[src/rtl/sfg_pkg.sv]
package sfg_pkg;

    typedef enum logic [2:0] {
        OP_NONE,
        OP_ARM,
        OP_DISARM,
        OP_STAT_WR,
        OP_PROG,
        OP_SECT_ERASE,
        OP_CHIP_ERASE
    } sfg_op_t;

    typedef struct packed {
        logic       lock;
        logic       from_low;
        logic [2:0] prot_lvl;
        logic       armed;
    } sfg_stat_t;

    localparam sfg_stat_t STAT_RESET = '{lock: 1'b0, from_low: 1'b0, prot_lvl: 3'd0, armed: 1'b0};

endpackage

[src/rtl/sfg_region.sv]
module sfg_region #(
    parameter int SECT_W = 5
) (
    input  logic [2:0]        prot_lvl,
    input  logic              from_low,
    input  logic [SECT_W-1:0] sector,
    output logic              hit
);
    localparam logic [SECT_W:0] ONE  = {{SECT_W{1'b0}}, 1'b1};
    localparam logic [SECT_W:0] FULL = ONE << SECT_W;

    logic [SECT_W:0] span;
    logic [SECT_W:0] sec_ext;

    always_comb begin
        sec_ext = {1'b0, sector};
        if (prot_lvl == 3'd0) begin
            span = '0;
        end else if (int'(prot_lvl) > SECT_W) begin
            span = FULL;
        end else begin
            span = ONE << (prot_lvl - 3'd1);
        end
        if (span == '0) begin
            hit = 1'b0;
        end else if (from_low) begin
            hit = sec_ext < span;
        end else begin
            hit = sec_ext >= (FULL - span);
        end
    end

endmodule

[src/rtl/sfg_timer.sv]
module sfg_timer #(
    parameter int CNT_W = 8
) (
    input  logic             clk,
    input  logic             rst_n,
    input  logic             start,
    input  logic [CNT_W-1:0] len,
    output logic             busy,
    output logic             done
);
    logic [CNT_W-1:0] cnt_d, cnt_q;

    always_comb begin
        cnt_d = cnt_q;
        if (start) begin
            cnt_d = (len == '0) ? {{(CNT_W-1){1'b0}}, 1'b1} : len;
        end else if (cnt_q != '0) begin
            cnt_d = cnt_q - 1'b1;
        end
    end

    always_ff @(posedge clk or negedge rst_n) begin
        if (!rst_n) begin
            cnt_q <= '0;
        end else begin
            cnt_q <= cnt_d;
        end
    end

    assign busy = (cnt_q != '0);
    assign done = (cnt_q == {{(CNT_W-1){1'b0}}, 1'b1});

    AST_TIMER_NO_RESTART: assert property (@(posedge clk) disable iff (!rst_n)
        start |-> !busy);

endmodule

[src/rtl/sflash_guard.sv]
module sflash_guard
    import sfg_pkg::*;
#(
    parameter int ADDR_W  = 21,
    parameter int SECTORS = 32,
    parameter int CNT_W   = 8
) (
    input  logic              clk,
    input  logic              rst_n,
    input  logic              cmd_arm,
    input  logic              cmd_disarm,
    input  logic              cmd_stat_wr,
    input  logic              cmd_prog,
    input  logic              cmd_sect_erase,
    input  logic              cmd_chip_erase,
    input  logic [7:0]        wr_data,
    input  logic [ADDR_W-1:0] addr,
    input  logic              wprot_n,
    input  logic [CNT_W-1:0]  cycle_len,
    output logic [7:0]        status,
    output logic              accept,
    output logic              reject,
    output logic              busy
);
    localparam int SECT_W = $clog2(SECTORS);

    typedef struct packed {
        sfg_stat_t st;
        logic      acc;
        logic      rej;
    } guard_t;

    guard_t  g_d, g_q;
    sfg_op_t op;
    logic    hit, hw_lock, start, tmr_busy, tmr_done;

    sfg_region #(.SECT_W(SECT_W)) u_region (
        .prot_lvl (g_q.st.prot_lvl),
        .from_low (g_q.st.from_low),
        .sector   (addr[ADDR_W-1 -: SECT_W]),
        .hit      (hit)
    );

    sfg_timer #(.CNT_W(CNT_W)) u_timer (
        .clk   (clk),
        .rst_n (rst_n),
        .start (start),
        .len   (cycle_len),
        .busy  (tmr_busy),
        .done  (tmr_done)
    );

    // fixed priority among coincident strobes
    always_comb begin
        if (cmd_arm)             op = OP_ARM;
        else if (cmd_disarm)     op = OP_DISARM;
        else if (cmd_stat_wr)    op = OP_STAT_WR;
        else if (cmd_prog)       op = OP_PROG;
        else if (cmd_sect_erase) op = OP_SECT_ERASE;
        else if (cmd_chip_erase) op = OP_CHIP_ERASE;
        else                     op = OP_NONE;
    end

    assign hw_lock = g_q.st.lock && !wprot_n;

    always_comb begin
        g_d     = g_q;
        g_d.acc = 1'b0;
        g_d.rej = 1'b0;
        start   = 1'b0;
        if (tmr_done) begin
            g_d.st.armed = 1'b0;
        end
        unique case (op)
            OP_ARM:    g_d.st.armed = 1'b1;
            OP_DISARM: g_d.st.armed = 1'b0;
            OP_STAT_WR: begin
                if (!tmr_busy) begin
                    if (!g_q.st.armed || hw_lock) begin
                        g_d.rej = 1'b1;
                    end else begin
                        g_d.acc         = 1'b1;
                        start           = 1'b1;
                        g_d.st.lock     = wr_data[7];
                        g_d.st.from_low = wr_data[5];
                        g_d.st.prot_lvl = wr_data[4:2];
                    end
                end
            end
            OP_PROG, OP_SECT_ERASE: begin
                if (!tmr_busy) begin
                    if (!g_q.st.armed || hit) begin
                        g_d.rej = 1'b1;
                    end else begin
                        g_d.acc = 1'b1;
                        start   = 1'b1;
                    end
                end
            end
            OP_CHIP_ERASE: begin
                if (!tmr_busy) begin
                    if (!g_q.st.armed || (g_q.st.prot_lvl != 3'd0)) begin
                        g_d.rej = 1'b1;
                    end else begin
                        g_d.acc = 1'b1;
                        start   = 1'b1;
                    end
                end
            end
            default: ;
        endcase
    end

    always_ff @(posedge clk or negedge rst_n) begin
        if (!rst_n) begin
            g_q <= '{st: STAT_RESET, acc: 1'b0, rej: 1'b0};
        end else begin
            g_q <= g_d;
        end
    end

    assign status = {g_q.st.lock, 1'b0, g_q.st.from_low, g_q.st.prot_lvl, g_q.st.armed, tmr_busy};
    assign accept = g_q.acc;
    assign reject = g_q.rej;
    assign busy   = tmr_busy;

    AST_ACCEPT_NEEDS_ARMED: assert property (@(posedge clk) disable iff (!rst_n)
        accept |-> ($past(status[1]) && !$past(busy)));
    AST_ACCEPT_RAISES_BUSY: assert property (@(posedge clk) disable iff (!rst_n)
        accept |-> (busy && status[0]));
    AST_CHIP_ERASE_GATE: assert property (@(posedge clk) disable iff (!rst_n)
        (accept && $past(op == OP_CHIP_ERASE)) |-> ($past(status[4:2]) == 3'd0));
    AST_REGION_GATE: assert property (@(posedge clk) disable iff (!rst_n)
        (accept && $past(op == OP_PROG || op == OP_SECT_ERASE)) |-> !$past(hit));
    AST_HW_LOCK_HOLDS: assert property (@(posedge clk) disable iff (!rst_n)
        $past(status[7] && !wprot_n) |-> $stable(status[7:2]));
    AST_ONE_VERDICT: assert property (@(posedge clk) disable iff (!rst_n)
        !(accept && reject));
    AST_BIT6_ZERO: assert property (@(posedge clk) disable iff (!rst_n)
        !status[6]);

endmodule

[config.mk]
export PLATFORM = sky130hd
export DESIGN_NAME = sflash_guard
export DESIGN_NICKNAME = d
export VERILOG_FILES = /design/src/rtl/sfg_pkg.sv /design/src/rtl/sfg_region.sv /design/src/rtl/sfg_timer.sv /design/src/rtl/sflash_guard.sv
export SDC_FILE = /design/constraint.sdc
export NUM_CORES = 1
export LEC_CHECK = 0
export BUFFER_PORTS_ARGS = -buffer_cell sky130_fd_sc_hd__buf_2
export CORE_MARGIN = 3
export CORE_UTILIZATION = 50
export CTS_BUF_LIST = sky130_fd_sc_hd__clkbuf_8 sky130_fd_sc_hd__clkbuf_16
export DETAILED_ROUTE_END_ITERATION = 10
export GPL_TIMING_DRIVEN = 0
export HOLD_SLACK_MARGIN = 0.05
export PLACE_DENSITY = 0.83
export SYNTH_ARGS = -nofsm -noshare
export SYNTH_HDL_FRONTEND = slang
export SYNTH_SLANG_ARGS = --single-unit
[constraint.sdc]
create_clock -name clk -period 6.4 [get_ports clk]
set_clock_uncertainty 0.1 [all_clocks]
set_input_delay 0.64 -clock clk [delete_from_list [all_inputs] [get_ports clk]]
set_output_delay 0.64 -clock clk [all_outputs]
set_load 0.01 [all_outputs]
======== Word level (Yosys, flattened, before mapping) ========
Cells that the tools add are included.
word-level totals
  flip-flop bits (word level) ............. 16
  output and inout bits ................... 11
  word-level logic and storage cells ...... 67
cells by class
  $add $sub $neg .......................... 3
  $lt $le $gt $ge ......................... 3
  eq/ne operators ......................... 7
  shift operators ......................... 1
  mux-type cells .......................... 29
  bitwise logic cells ..................... 2
  reduce and logical (&&, ||, !) cells .... 15
operator list
  cell                                                 number
  two-way mux 8 bit                                    3
  two-way mux 3 bit                                    6
  two-way mux 1 bit                                    12
  two-way mux 6 bit                                    2
  equality test 3 bit, second input constant           3
  equality test 8 x 1 -> 1 bit, second input constant  1
  logical NOT 8 bit                                    1
  nonzero test 8 bit                                   1
  subtractor 8 x 1 -> 8 bit, second input constant     1
  equality test 3 x 2 -> 1 bit, second input constant  2
  >= comparator 5 x 6 -> 1 bit                         1
  logical NOT 6 bit                                    1
  < comparator 5 x 6 -> 1 bit                          1
  two-way mux 2 bit                                    3
  case mux 2 bit (3 select lines)                      1
  nonzero test 3 bit                                   2
  << shifter 1 x 3 -> 6 bit, first input constant      1
  subtractor 6 bit, first input constant               1
  equality test 3 x 1 -> 1 bit, second input constant  1
  > comparator 3 bit, second input constant            1
  logical NOT 3 bit                                    1
  logical OR 1 bit                                     3
  case mux 1 bit (3 select lines)                      1
  AND reduction 3 bit                                  1
  other kinds (7)                                      9

======== Depth between registers and ports, before layout ========
  depth after elaboration ................. 13
  depth in mapped cells ................... 12
  depth with buffers taken out ............ 11

======== Modules after synthesis ========
From an unflattened synthesis, not the netlist that was laid out.
second synthesis, totals
  cell total of the unflattened synthesis .. 149
  area, all modules ....................... 1372.6 um2
by module, submodules not included
  module        instances  cells an instance  area an instance (um2)
  sfg_timer     1          59                 550.5
  sfg_region    1          56                 414.1
  sflash_guard  1          34                 407.9

======== Least setup slack after synthesis ========
Ideal clock, no wire load.
  path type ............................... register to register
  from .................................... reg g_q (netlist bit status[4])
  to ...................................... reg u_timer.cnt_q[0]
  library setup time ...................... 0.096 ns
  arrival ................................. 2.606 ns
  data required time ...................... 6.204 ns
  setup slack ............................. 3.598 ns
  cell stages (with the launch flop) ...... 12
  period minus slack after synthesis ...... 2.802 ns
  path through ............................ dfrtp_1 > buf_4 > or3b_2 > ha_1 > nand3_2 > o21ai_0 > ha_1 > a211oi_1 > o21ai_0 > a211oi_2 > nor3_4 > a311oi_2
on the way
  cells in the longest elaborated chain, start to end .. 13
RTL lines
  element                                                         line                 text
  start, declared                                                 sflash_guard.sv:33   guard_t g_d, g_q;
  start signal, assigned                                          sflash_guard.sv:116  g_q <= '{st: STAT_RESET, acc: 1'b0, rej: 1'b0};
  start signal, assigned                                          sflash_guard.sv:118  g_q <= g_d;
  subtractor 3 x 1 -> 3 bit                                       sfg_region.sv:22     span = ONE << (prot_lvl - 3'd1);
  << shifter 1 x 3 -> 6 bit                                       sfg_region.sv:22
  two-way mux 6 bit                                               sfg_region.sv:19     end else if (int'(prot_lvl) > SECT_W) begin
  two-way mux 6 bit                                               sfg_region.sv:17     if (prot_lvl == 3'd0) begin
  subtractor 6 bit                                                sfg_region.sv:29     hit = sec_ext >= (FULL - span);
  >= comparator 5 x 6 -> 1 bit                                    sfg_region.sv:29
  two-way mux 1 bit                                               sfg_region.sv:26     end else if (from_low) begin
  two-way mux 1 bit                                               sfg_region.sv:24     if (span == '0) begin
  logical OR 1 bit                                                sflash_guard.sv:92   if (!g_q.st.armed || hit) begin
  two-way mux 1 bit                                               sflash_guard.sv:92
  two-way mux 1 bit                                               sflash_guard.sv:91   if (!tmr_busy) begin
  case mux 1 bit (3 select lines) *                               sflash_guard.sv:74   unique case (op)
  two-way mux 8 bit / nonzero test 2 bit (equally long branches)  n/a
  end signal, assigned                                            sfg_timer.sv:26      cnt_q <= cnt_d;
  end, declared                                                   sfg_timer.sv:11      logic [CNT_W-1:0] cnt_d, cnt_q;
Every way passes the cells marked *; elsewhere a longest branch is shown, timed or not.
A chain may end at the register's enable or synchronous reset.

======== Worst setup path after layout ========
Ends and elaborated chain as after synthesis.

==> impl_metrics.py <==
metrics = {
    "status": {
        "outcome": "finished, final reports clean",
    },
    "timing": {
        "hold_viol_final": 0,
        "fmax_ghz": 0.321,
        "finalWorstPathRequiredPeriod_ps": 3110,
        "rsz0062_at_grt": "no",
        "tns_ps": 0,
        "whs_ps": 185,
        "finalSetupViolCount": 0,
        "min_period_over_period_pct": 48.6,
        "slew_violations": 0,
    },
    "setup_path": {
        "worstPathMaxFanout": 9,
        "startpoint_type": "flip-flop",
        "crit_top_cell": "ha_1",
        "path_buf_inv": 1,
        "critPathArrivalTime_ps": 3130,
        "end_kind": "flip-flop",
        "path_cells": "buf_4 > or3b_2 > ha_1 > xnor2_1 > ha_1 > o211ai_1 > o21ai_0 > a211oi_2 > nor3_4 > a311oi_2",
        "crit_slowest_cell": "or3b_2",
        "max_stage_delay_ps": 490,
        "cpLargestDelayFamily": "simple AND/OR/NAND/NOR gates",
        "critPathKind": "flip-flop to flip-flop",
        "critPathRequiredTime_ps": 6420,
    },
    "placement": {
        "place_congestion": 0.876,
        "place_hpwl_um": 2570,
        "portBuffers": 36,
    },
    "global_route": {
        "grt_max_degree": 17,
        "antenna_found_initial": 0,
        "grt.total_usage_pct": 20.8,
        "grt_pass1_vias": 1245,
        "grt_pass1_wl_um": 5350,
        "grt_overflow": 0,
    },
    "synthesis": {
        "synth_area_leaders": "dfrtp_1 30%, ha_1 11%, mux2_2 4.3%",
        "ys_ff_latch": 16,
        "synth_nets": 202,
        "async_flop_share_pct": 100,
        "yosys.area.top_type": "dfrtp_1",
        "yosysUniqueCellTypes": 47,
        "yosysMostFrequentCell": "dfrtp_1",
        "synth.avg_cell_area_um2": 9.18,
        "synth_edf_count": 0,
        "yosys.area.top_type_share_pct": 30.3,
        "synthCells": 144,
        "yosys_warnings": 0,
        "syn_area_mm2": 0.00132,
        "synth_seq_area_share_pct": 30.3,
        "yosys_most_used_dff": "dfrtp_1",
        "ys_top_cells_by_count": "16 x dfrtp_1, 12 x ha_1, 12 x nand2_1",
    },
    "cells_and_area": {
        "fillers": 205,
        "drive_above_1_share_pct": 35.9,
        "nNetsFinal": 243,
        "syn2layout_area_growth_pct": 20.6,
        "antenna_cells": 0,
        "utilization_pct": 63.8,
    },
    "power": {
        "leakage_nw": 0.751,
        "ir_drop_uv": 162,
        "power-per-cell-area_mw_per_mm2": 142,
        "power.total_mw": 0.226,
    },
    "clock_network": {
        "cts_buffers": 3,
        "cts_resized": 0,
        "root_buffer": "clkbuf_8",
        "cts_hold_buf": 0,
        "cts_setup_buffers": 0,
        "clk_pin_slew_ps": 70,
        "cts_tree": "built",
        "clock-sinks": 16,
        "clk-insertion-delay-late_ps": 260,
        "cts_buffer_depth": 2,
        "h-tree-depth": 1,
    },
    "hold_path": {
        "worstHoldPathType": "input pin to asynchronous set/reset pin",
    },
    "routing": {
        "drt-wirelength-per-cell_um": 15.1,
        "final_antenna_net_count": 0,
        "routed_wl_um": 3230,
        "first_pass_iters": 4,
        "vias": 1242,
        "drc": 0,
        "post_drt_via_cell_ratio": 5.80,
        "drt_first_iter_violations": 75,
    },
    "floorplan": {
        "die_x_um": 57.4,
        "start_util_pct": 52.9,
        "core_mm2": 0.00250,
        "die_h_um": 57.4,
        "ios": 57,
        "die-area_mm2": 0.00330,
        "rows": 18,
    },
    "job": {
        "drv_cap": 0,
    },
}
==> power by group <==
| group | switching, mW | internal, mW | leakage (nW) |
|---|---|---|---|
| Combinational | 0.0156 | 0.0131 | 0.526 |
| Sequential | 0.000933 | 0.101 | 0.195 |
| Clock | 0.0399 | 0.0548 | 0.0288 |
==> cells by family (layout without fill, tap and decap cells) <==
family / count (synthesis) / in the layout / share of synthesized area, %
mux: 7 / 7 / 5.77
other cells: 1 / 1 / 0.284
compound gates: 32 / 32 / 17.5
buf+inv: 15 / 55 / 6.62
xor+xnor: 5 / 5 / 3.31
fa+ha+maj: 12 / 12 / 11.4
flops: 16 / 16 / 30.3
simple gates: 56 / 56 / 24.9
==> registers in the layout (all words and copies together), names as in the netlist <==
name,cells
status,6
reject,1
accept,1
u_timer.cnt_q,8
==> area by class of cell <==
cell class | instances | area [um^2] | share of cell area [%]
multi-input cells | 113 | 835 | 52.3
flip-flops and latches | 16 | 400 | 25.1
repair buffers | 36 | 180 | 11.3
plain buffers | 8 | 61.3 | 3.84
clock buffers | 4 | 55.1 | 3.45
well taps | 30 | 37.5 | 2.35
inverters | 7 | 26.3 | 1.65
==> through the flow <==
stage,setup slack [ps],std cells,area (um^2)
floorplan,3600,144,1320
global placement,3390,210,1540
detailed placement,3340,210,1540
CTS,3320,214,1600
global route,3080,214,1600
finish,3290,214,1600
==> layout by cell type (no fill, tap or decap), types with 4 or more instances in the layout <==
master     n
buf_2     37
dfrtp_1   16
nand2_1   12
ha_1      12
nor2_1     9
inv_1      7
buf_4      6
nor3_1     6
o21ai_1    5
mux2_2     5
a31oi_1    4
nor2b_1    4
clkbuf_8   4
==> per-layer routing <==
metal,up-vias,track usage [%],share of wire [%]
met5,-,0,0
met4,0,11.6,2.8
met3,10,4.52,6.8
met2,59,34.0,48
met1,572,25.0,42
li1,601,-,-
==> final timing paths <==
| kind | cells past startpoint | start | slack (ps) | endpoint |
|---|---|---|---|---|
| min in group clk | 1 | status[7] | 440 | status[7] |
| max in group asynchronous | 1 | rst_n | 5750 | status[7] |
| setup reg to reg | 10 | status[4] | 3290 | u_timer.cnt_q[0] |
| hold / removal | 1 | rst_n | 180 | u_timer.cnt_q[3] |
| setup / recovery | 10 | status[4] | 3290 | u_timer.cnt_q[0] |
| hold reg to reg | 1 | status[7] | 440 | status[7] |
==> worst register-to-register path, delay by kind of cell (launching register included) <==
family	cells	cell delay [ps]
DFF	1	380
buffers and inverters	1	170
AOI/OAI and AO/OA	4	820
and+or+nand+nor	2	820
xor gates and xnor gates	1	140
adders and majority gates	2	560
No activity file was read; power rests on OpenSTA's default activity.
